===== config.mk =====
export PLATFORM = sky130hd
export DESIGN_NAME = irq_enable_aggregator
export DESIGN_NICKNAME = d
export VERILOG_FILES = /design/src/rtl/irq_agg_pkg.sv /design/src/rtl/irq_src_slice.sv /design/src/rtl/irq_pend_tracker.sv /design/src/rtl/irq_vec_select.sv /design/src/rtl/irq_enable_aggregator.sv
export SDC_FILE = /design/constraint.sdc
export NUM_CORES = 1
export LEC_CHECK = 0
export BUFFER_PORTS_ARGS = -buffer_cell sky130_fd_sc_hd__buf_4
export CORE_MARGIN = 8
export CORE_UTILIZATION = 44
export CTS_CLUSTER_SIZE = 30
export DETAILED_ROUTE_END_ITERATION = 8
export PLACE_DENSITY = 0.69
export SETUP_SLACK_MARGIN = 0.4
export SYNTH_ARGS = -nofsm -noshare
export SYNTH_HDL_FRONTEND = slang
export SYNTH_SLANG_ARGS = --single-unit

===== constraint.sdc =====
create_clock -name clk -period 10.2 [get_ports clk]
set_clock_uncertainty 0.05 [all_clocks]
set_input_delay 2.04 -clock clk [delete_from_list [all_inputs] [get_ports clk]]
set_output_delay 2.04 -clock clk [all_outputs]
set_load 0.01 [all_outputs]

===== src/rtl/irq_agg_pkg.sv =====
package irq_agg_pkg;
  // Width needed to count from 0 up to n inclusive.
  function automatic int count_width(input int n);
    return (n < 1) ? 1 : $clog2(n + 1);
  endfunction
  localparam logic [3:0] IMASK_BLOCK_ALL = 4'hF;
endpackage


===== src/rtl/irq_src_slice.sv =====
module irq_src_slice #(
  parameter int GNT_W = 3
) (
  input  logic             clk,
  input  logic             rst,
  input  logic             level,
  input  logic             inc,
  input  logic             dec,
  input  logic [GNT_W-1:0] need,
  output logic             pend_now
);
  logic             asserted_q;
  logic [GNT_W-1:0] grants_q;

  always_ff @(posedge clk) begin
    if (rst) begin
      asserted_q <= 1'b0;
      grants_q   <= '0;
    end else begin
      asserted_q <= level;
      // opposite strobes cancel; counter clamps at 0 and at need
      if (inc && !dec && (grants_q < need))
        grants_q <= grants_q + 1'b1;
      else if (dec && !inc && (grants_q != '0))
        grants_q <= grants_q - 1'b1;
    end
  end

  assign pend_now = asserted_q && (grants_q == need);
endmodule


===== src/rtl/irq_pend_tracker.sv =====
module irq_pend_tracker #(
  parameter int NUM_SRC = 8,
  localparam int PC_W = irq_agg_pkg::count_width(NUM_SRC)
) (
  input  logic               clk,
  input  logic               rst,
  input  logic [NUM_SRC-1:0] pend_now,
  output logic [NUM_SRC-1:0] pend_q,
  output logic [PC_W-1:0]    count_q,
  output logic               irq_q
);
  localparam logic [PC_W-1:0] ONE = 1;
  logic [PC_W-1:0] rises, falls, count_next;

  always_comb begin
    rises = '0;
    falls = '0;
    for (int i = 0; i < NUM_SRC; i++) begin
      if (pend_now[i] && !pend_q[i]) rises = rises + ONE;
      if (!pend_now[i] && pend_q[i]) falls = falls + ONE;
    end
    count_next = count_q + rises - falls;
  end

  always_ff @(posedge clk) begin
    if (rst) begin
      pend_q  <= '0;
      count_q <= '0;
      irq_q   <= 1'b0;
    end else begin
      pend_q  <= pend_now;
      count_q <= count_next;
      irq_q   <= (count_next != '0);
    end
  end
endmodule


===== src/rtl/irq_vec_select.sv =====
module irq_vec_select #(
  parameter int NUM_SRC = 8,
  parameter int VEC_W   = 8
) (
  input  logic                     clk,
  input  logic                     rst,
  input  logic [NUM_SRC-1:0]       pend_now,
  input  logic [NUM_SRC*VEC_W-1:0] codes,
  input  logic [3:0]               imask,
  output logic [VEC_W-1:0]         vec_q,
  output logic                     valid_q
);
  logic             hit;
  logic [VEC_W-1:0] pick;

  // descending walk so the lowest pending index is written last
  always_comb begin
    hit  = 1'b0;
    pick = '0;
    for (int i = NUM_SRC - 1; i >= 0; i--) begin
      if (pend_now[i]) begin
        hit  = 1'b1;
        pick = codes[i*VEC_W +: VEC_W];
      end
    end
  end

  always_ff @(posedge clk) begin
    if (rst) begin
      vec_q   <= '0;
      valid_q <= 1'b0;
    end else begin
      vec_q   <= pick;
      valid_q <= hit && (imask != irq_agg_pkg::IMASK_BLOCK_ALL);
    end
  end
endmodule


===== src/rtl/irq_enable_aggregator.sv =====
module irq_enable_aggregator #(
  parameter int NUM_SRC = 8,
  parameter int VEC_W   = 8,
  parameter int GNT_W   = 3,
  localparam int PC_W   = irq_agg_pkg::count_width(NUM_SRC)
) (
  input  logic                     clk,
  input  logic                     rst,
  input  logic [NUM_SRC-1:0]       src_level,
  input  logic [NUM_SRC-1:0]       grant_inc,
  input  logic [NUM_SRC-1:0]       grant_dec,
  input  logic [NUM_SRC*GNT_W-1:0] need_cnt,
  input  logic [NUM_SRC*VEC_W-1:0] vec_code,
  input  logic [3:0]               imask,
  output logic [NUM_SRC-1:0]       src_pending,
  output logic [PC_W-1:0]          pend_count,
  output logic                     cpu_irq,
  output logic [VEC_W-1:0]         vec_out,
  output logic                     vec_valid
);
  logic [NUM_SRC-1:0] pend_now;

  for (genvar g = 0; g < NUM_SRC; g++) begin : g_src
    irq_src_slice #(.GNT_W(GNT_W)) u_slice (
      .clk      (clk),
      .rst      (rst),
      .level    (src_level[g]),
      .inc      (grant_inc[g]),
      .dec      (grant_dec[g]),
      .need     (need_cnt[g*GNT_W +: GNT_W]),
      .pend_now (pend_now[g])
    );
  end

  irq_pend_tracker #(.NUM_SRC(NUM_SRC)) u_track (
    .clk      (clk),
    .rst      (rst),
    .pend_now (pend_now),
    .pend_q   (src_pending),
    .count_q  (pend_count),
    .irq_q    (cpu_irq)
  );

  irq_vec_select #(.NUM_SRC(NUM_SRC), .VEC_W(VEC_W)) u_vec (
    .clk      (clk),
    .rst      (rst),
    .pend_now (pend_now),
    .codes    (vec_code),
    .imask    (imask),
    .vec_q    (vec_out),
    .valid_q  (vec_valid)
  );
endmodule


* Yosys cells after proc, flatten, opt, wreduce, memory -nomap -nowiden
Cells that the tools add are included.
Cells by class: eq/ne operators 9, $add $sub $neg 32, multiplexer cells 48, reduce and logical (&&, ||, !) cells 106, $lt $le $gt $ge 8
Operators by type and width (count):
- 2-to-1 mux 8 bit | 8
- logical AND 1 bit | 57
- 2-to-1 mux 4 bit | 14
- adder 4 x 1 -> 4 bit (second input constant) | 12
- 2-to-1 mux 3 bit | 16
- logical NOT 1 bit | 32
- adder 3 x 1 -> 3 bit (second input constant) | 8
- == test 3 bit | 8
- < comparator 3 bit | 8
- nonzero test 3 bit | 8
- subtractor 3 x 1 -> 3 bit (second input constant) | 8
- nonzero test 2 bit | 8
- 2-to-1 mux 1 bit | 10
- adder 1 x 1 -> 2 bit (second input constant) | 2
- adder 4 bit | 1
- != test 4 bit (second input constant) | 1
- nonzero test 4 bit | 1
- subtractor 4 bit | 1
Storage, ports and cells: input bits 118, output and inout bits 22, word-level logic and storage cells 224, bits in registers 54

* Logic depth before layout (Yosys ltp)
word-level depth 21, gate-level depth with buffers 34, mapped depth without buffers 33

* Modules after synthesis
From an unflattened synthesis, not the netlist that was laid out.
Unflattened totals: cell total of the unflattened synthesis 573, area, all modules 5196.2 µm²
Modules (own cells, without submodules):
- irq_src_slice | instances 8, cells an instance 32, area an instance 322.8 µm², seq. area each 80.1 µm²
- irq_pend_tracker | instances 1, cells an instance 212, area an instance 1761.7 µm², seq. area each 260.2 µm²
- irq_vec_select | instances 1, cells an instance 105, area an instance 852.1 µm², seq. area each 180.2 µm²

* Least setup slack after synthesis
Ideal clock, no wire load.
path kind input port to flip-flop, start point input port need_cnt[4], end point register u_track.irq_q, slack 1.798 ns, setup time 0.062 ns, stages 34, path buffers 2, arrival 8.290 ns, required time 10.088 ns, cells stage by stage inv_1 ha_1 nand4_1 clkbuf_1 nand2_1 inv_1 ha_1 buf_4 o21ai_2 nand2_1 ha_1 o311ai_0 o32ai_1 xnor2_1 o21ai_0 ha_1 xnor2_1 o211ai_1 mux2i_1 a31oi_1 ha_1 nor2_1 a21oi_1 fa_1 inv_1 ha_1 a21o_1 a21oi_1 xnor2_1 nand3_1 and4_1 o21a_1 or4_1 nand3_1
On the way: longest elaborated chain between the ends 19, elaborated cells between the ends (all ways) 34, those cells by class 14 x add/sub; 1 x eq/ne; 14 x mux; 5 x reduce/logical
Ends and longest elaborated chain:
- from (decl) | RTL line irq_enable_aggregator.sv:12 | input logic [NUM_SRC*GNT_W-1:0] need_cnt,
- == test 3 bit * | RTL line irq_src_slice.sv:29 | assign pend_now = asserted_q && (grants_q == need);
- logical AND 1 bit * | RTL line irq_src_slice.sv:29
- logical AND 1 bit / logical NOT 1 bit (equally long branches) | RTL line irq_pend_tracker.sv:19, irq_pend_tracker.sv:20
- 2-to-1 mux 4 bit / logical AND 1 bit (equally long branches) | RTL line irq_pend_tracker.sv:19, irq_pend_tracker.sv:20
- adder 4 x 1 -> 4 bit / 2-to-1 mux 4 bit (equally long branches) | RTL line irq_pend_tracker.sv:19, irq_pend_tracker.sv:20
- 2-to-1 mux 4 bit / adder 4 x 1 -> 4 bit (equally long branches) | RTL line irq_pend_tracker.sv:19, irq_pend_tracker.sv:20
- adder 4 x 1 -> 4 bit / 2-to-1 mux 4 bit (equally long branches) | RTL line irq_pend_tracker.sv:19, irq_pend_tracker.sv:20
- 2-to-1 mux 4 bit / adder 4 x 1 -> 4 bit (equally long branches) | RTL line irq_pend_tracker.sv:19, irq_pend_tracker.sv:20
- (+3 left out)
- 2-to-1 mux 4 bit / adder 4 x 1 -> 4 bit (equally long branches) | RTL line irq_pend_tracker.sv:19, irq_pend_tracker.sv:20
- adder 4 x 1 -> 4 bit / 2-to-1 mux 4 bit (equally long branches) | RTL line irq_pend_tracker.sv:19, irq_pend_tracker.sv:20
- 2-to-1 mux 4 bit / adder 4 x 1 -> 4 bit (equally long branches) | RTL line irq_pend_tracker.sv:19, irq_pend_tracker.sv:20
- adder 4 x 1 -> 4 bit / 2-to-1 mux 4 bit (equally long branches) | RTL line irq_pend_tracker.sv:19, irq_pend_tracker.sv:20
- 2-to-1 mux 4 bit / adder 4 x 1 -> 4 bit (equally long branches) | RTL line irq_pend_tracker.sv:19, irq_pend_tracker.sv:20
- adder 4 bit / 2-to-1 mux 4 bit (equally long branches) | RTL line irq_pend_tracker.sv:22, irq_pend_tracker.sv:20
- subtractor 4 bit * | RTL line irq_pend_tracker.sv:22 | count_next = count_q + rises - falls;
- nonzero test 4 bit * | RTL line irq_pend_tracker.sv:33 | irq_q <= (count_next != '0);
- to (signal assigned) | RTL line irq_pend_tracker.sv:33
- to (decl) | RTL line irq_pend_tracker.sv:10 | output logic irq_q
Mark *: on every way between the ends. The rest lies on a longest branch, timed or not. A chain may end at the register's enable or synchronous reset.

* Final worst setup path
start point input port need_cnt[2], end point register u_track.irq_q
On the way: longest elaborated chain between the ends 21, elaborated cells between the ends (all ways) 38, those cells by class 16 x add/sub; 1 x eq/ne; 16 x mux; 5 x reduce/logical
Ends and longest elaborated chain (RTL line):
- == test 3 bit * | irq_src_slice.sv:29
- logical AND 1 bit * | irq_src_slice.sv:29
- logical AND 1 bit / logical NOT 1 bit (equally long branches) | irq_pend_tracker.sv:19, irq_pend_tracker.sv:20
- 2-to-1 mux 1 bit / logical AND 1 bit (equally long branches) | irq_pend_tracker.sv:19, irq_pend_tracker.sv:20
- adder 1 x 1 -> 2 bit / 2-to-1 mux 1 bit (equally long branches) | irq_pend_tracker.sv:19, irq_pend_tracker.sv:20
- 2-to-1 mux 4 bit / adder 1 x 1 -> 2 bit (equally long branches) | irq_pend_tracker.sv:19, irq_pend_tracker.sv:20
- adder 4 x 1 -> 4 bit / 2-to-1 mux 4 bit (equally long branches) | irq_pend_tracker.sv:19, irq_pend_tracker.sv:20
- 2-to-1 mux 4 bit / adder 4 x 1 -> 4 bit (equally long branches) | irq_pend_tracker.sv:19, irq_pend_tracker.sv:20
- (+5 left out)
- 2-to-1 mux 4 bit / adder 4 x 1 -> 4 bit (equally long branches) | irq_pend_tracker.sv:19, irq_pend_tracker.sv:20
- adder 4 x 1 -> 4 bit / 2-to-1 mux 4 bit (equally long branches) | irq_pend_tracker.sv:19, irq_pend_tracker.sv:20
- 2-to-1 mux 4 bit / adder 4 x 1 -> 4 bit (equally long branches) | irq_pend_tracker.sv:19, irq_pend_tracker.sv:20
- adder 4 x 1 -> 4 bit / 2-to-1 mux 4 bit (equally long branches) | irq_pend_tracker.sv:19, irq_pend_tracker.sv:20
- 2-to-1 mux 4 bit / adder 4 x 1 -> 4 bit (equally long branches) | irq_pend_tracker.sv:19, irq_pend_tracker.sv:20
- adder 4 bit / 2-to-1 mux 4 bit (equally long branches) | irq_pend_tracker.sv:22, irq_pend_tracker.sv:20
- subtractor 4 bit * | irq_pend_tracker.sv:22
- nonzero test 4 bit * | irq_pend_tracker.sv:33
Marks and branches as above.

==> flow_summary.ini <==
[outcome]
status = finished clean

[worst_setup_path]
crit_required_ps = 10400
worstSetupPathType = in2reg
r2r_cells = 32
worst_path_max_delay_cell = fa_1
crit_path_max_fanout = 12
cpPeakStageDelay_ps = 590
path_depth = 33
path_buf_inv = 3
cpMostUsedCell = ha_1
worstSetupEndpointType = register
cp.arrival_ps = 9240
cp_top_family = adder cells
worst_setup_path_start_kind = input port

[grt]
globalRouteTotalUtil_pct = 19.64
grt_start_max_net_pins = 55
antenna_found_initial = 0
grt_pass1_wl_um = 24320
grt-ovfl-total = 0
first_global_vias = 5273

[cts]
post_cts_buffers = 0
clkLatencyLatePin_ps = 310
cts_buffer_depth = 2
cts.sink_count = 54
cts_tree = yes
cts.clk_slew.worst_paths_ps = 80
htreeDepth = 2
postCtsResizedCells = 0
cts-buffers-inserted = 5
hold_buffers = 0
cts_root_buffer = clkbuf_16

[floorplan]
core_um2 = 11320
io_pins = 140
rows = 39
dieArea_um2 = 15160
die_height_um = 123.1
initial_utilization_pct = 44.61
die_w_um = 123.1

[sta]
finalCritPeriodShare_pct = 88.59
layout_setup_ws_ps = 1163
period_needed_ps = 9037
fmax_ghz = 0.1107
worst_pin_slew_ps = 832.7
rsz0062_at_grt = no
tns_ps = 0
finalMaxSlewViolations = 0
setup_violations = 0
hold_violations = 0
max_slew_margin_pct = 44.32

[yosys]
syn_area_per_cell_um2 = 7.903
synth_edf_count = 0
synthFlopType = dfxtp_1
syn_nets = 814
async_flop_share_pct = 0
synth.distinct_cells = 58
ys_ff_latch = 54
syn_area_um2 = 5050
yosysSeqAreaShare_pct = 21.41
netlist_instances = 639
ys_warn_count = 0

[finish]
syn_to_final_growth_pct = 25.62
most-common-layout-cells = buf_4, nor2_1, dfxtp_1
final_common_cell = buf_4
nNetsFinal = 933
diodes = 0
drive_above_1_share_pct = 20.69
n_fill_cell = 1079

[pwr]
comb_power_share_pct = 52.0
pwr-share-seq_pct = 29.1
internal_power_uw = 660.3
power_frac_clock_pct = 18.8
power.density_nw_per_um2 = 171.8
switching_share_pct = 39.41
peakVddDrop_mv = 0.1155
power_leakage_nw = 2.981
p_sw_uw = 429.4

[drt]
routedWlPerCell_um = 16.54
vias = 5036
wl_um = 14920
ant_nets = 0
first_pass_iters = 5
drc = 0
drt_iter0_markers = 271
vias_per_cell = 5.583

[place]
gp_congestion = 0.8974
dp_hpwl_um = 11890
place_ws_ps = 898.5
port_buffers = 139

[worst_hold_path]
hp-class = reg2reg
hold_path_depth = 2

[flow_run]
cap_violations = 0
## power groups by stage
stage | sequential [mW] | combinational [mW] | clock [mW]
CTS | 0.318 | 0.571 | 0.212
global route | 0.326 | 0.643 | 0.218
finish | 0.318 | 0.567 | 0.205
global placement | 0.320 | 0.540 | 0
detailed placement | 0.322 | 0.566 | 0
floorplan | 0.318 | 0.406 | 0
## cell type report
| class | count | area [um^2] | share of cell area, % |
|---|---|---|---|
| inverter | 53 | 198.9 | 3.136 |
| clock inverter | 3 | 47.55 | 0.7495 |
| clock buffer | 5 | 125.1 | 1.972 |
| timing repair buffer | 142 | 1066 | 16.80 |
| tap | 143 | 178.9 | 2.821 |
| sequential | 54 | 1081 | 17.04 |
| multi-input combinational | 502 | 3646 | 57.48 |
## per-layer routing
metal	part of all wire (%)	track usage [%]	wire length (um)	up-vias
met5	0	0	0	-
met4	1.6	5.869	233	0
met3	7.0	6.027	1040	20
met2	52	34.61	7711	137
met1	40	22.33	5935	2347
li1	-	-	-	2532
## cell families after synthesis
| group | share of synthesized area, % |
|---|---|
| buf+inv | 6.392 |
| fa+ha+maj | 15.76 |
| simple gates | 22.65 |
| mux | 2.379 |
| compound gates | 22.18 |
| flops | 21.41 |
| xor+xnor | 9.242 |
## worst min-delay path, stage by stage (launching register included)
cell and delay [ps]:
dfxtp_1 380, xnor2_1 90, nor2_1 70
## flip-flops by register name, indices dropped and copies added (netlist names)
register,count
g_src.u_slice.asserted_q,8
g_src.u_slice.grants_q,24
u_track.count_q,4
u_track.irq_q,1
u_track.pend_q,8
u_vec.valid_q,1
u_vec.vec_q,8
## final timing paths
| kind | startpoint | to | slack (ps) |
|---|---|---|---|
| hold / removal | g_src[6].u_slice.grants_q[2] | g_src[6].u_slice.grants_q[2] | 520 |
| setup reg to reg | g_src[0].u_slice.grants_q[0] | u_track.irq_q | 2510 |
| hold reg to reg | g_src[6].u_slice.grants_q[2] | g_src[6].u_slice.grants_q[2] | 520 |
| setup / recovery | need_cnt[2] | u_track.irq_q | 1160 |
## cells in the mapped netlist, types with 3 or more instances
| master | n | area share [%] |
|---|---|---|
| nand3b_1 | 4 | 0.59 |
| buf_2 | 6 | 0.59 |
| o21ai_0 | 41 | 4.1 |
| o211ai_1 | 5 | 0.74 |
| clkbuf_1 | 20 | 1.5 |
| xnor2_1 | 37 | 6.4 |
| nor3_1 | 18 | 1.8 |
| or2_2 | 3 | 0.37 |
| and4_1 | 7 | 1.2 |
| nand3_1 | 22 | 2.2 |
| inv_1 | 52 | 3.9 |
| o2111ai_1 | 3 | 0.52 |
| a21o_1 | 15 | 2.2 |
| fa_1 | 11 | 4.4 |
| a22oi_1 | 12 | 1.8 |
| nand2b_1 | 3 | 0.37 |
| nand2_1 | 32 | 2.4 |
| buf_1 | 3 | 0.22 |
| o21a_1 | 4 | 0.59 |
| nor4_1 | 11 | 1.4 |
| o311ai_0 | 5 | 0.87 |
| nor2_1 | 76 | 5.6 |
| xnor3_1 | 4 | 1.8 |
| a41o_1 | 7 | 1.4 |
| nor3b_1 | 6 | 0.89 |
| a31oi_1 | 3 | 0.37 |
| ha_1 | 46 | 11 |
| a21oi_1 | 16 | 1.6 |
| dfxtp_1 | 54 | 21 |
| and2_1 | 6 | 0.74 |
| mux2i_1 | 12 | 2.4 |
| nand4_1 | 11 | 1.4 |
| a211oi_1 | 18 | 2.7 |
| and3_1 | 9 | 1.1 |
| xor2_1 | 6 | 1.0 |
| nor2b_1 | 18 | 2.2 |
| o31a_1 | 7 | 1.2 |
## through the flow
stage	hold slack, ps	util [%]	cell area, um^2	cells	total power [mW]
after detailed placement	491.2	54.51	6171	894	0.8876
after global placement	484.2	54.51	6171	894	0.8597
final	515.9	56.03	6344	902	1.090
after global routing	546.7	56.03	6344	902	1.187
after floorplan	452.9	-	5050	639	0.7238
after CTS	516.3	56.03	6344	902	1.102
Power figures use the tool's default switching activity.
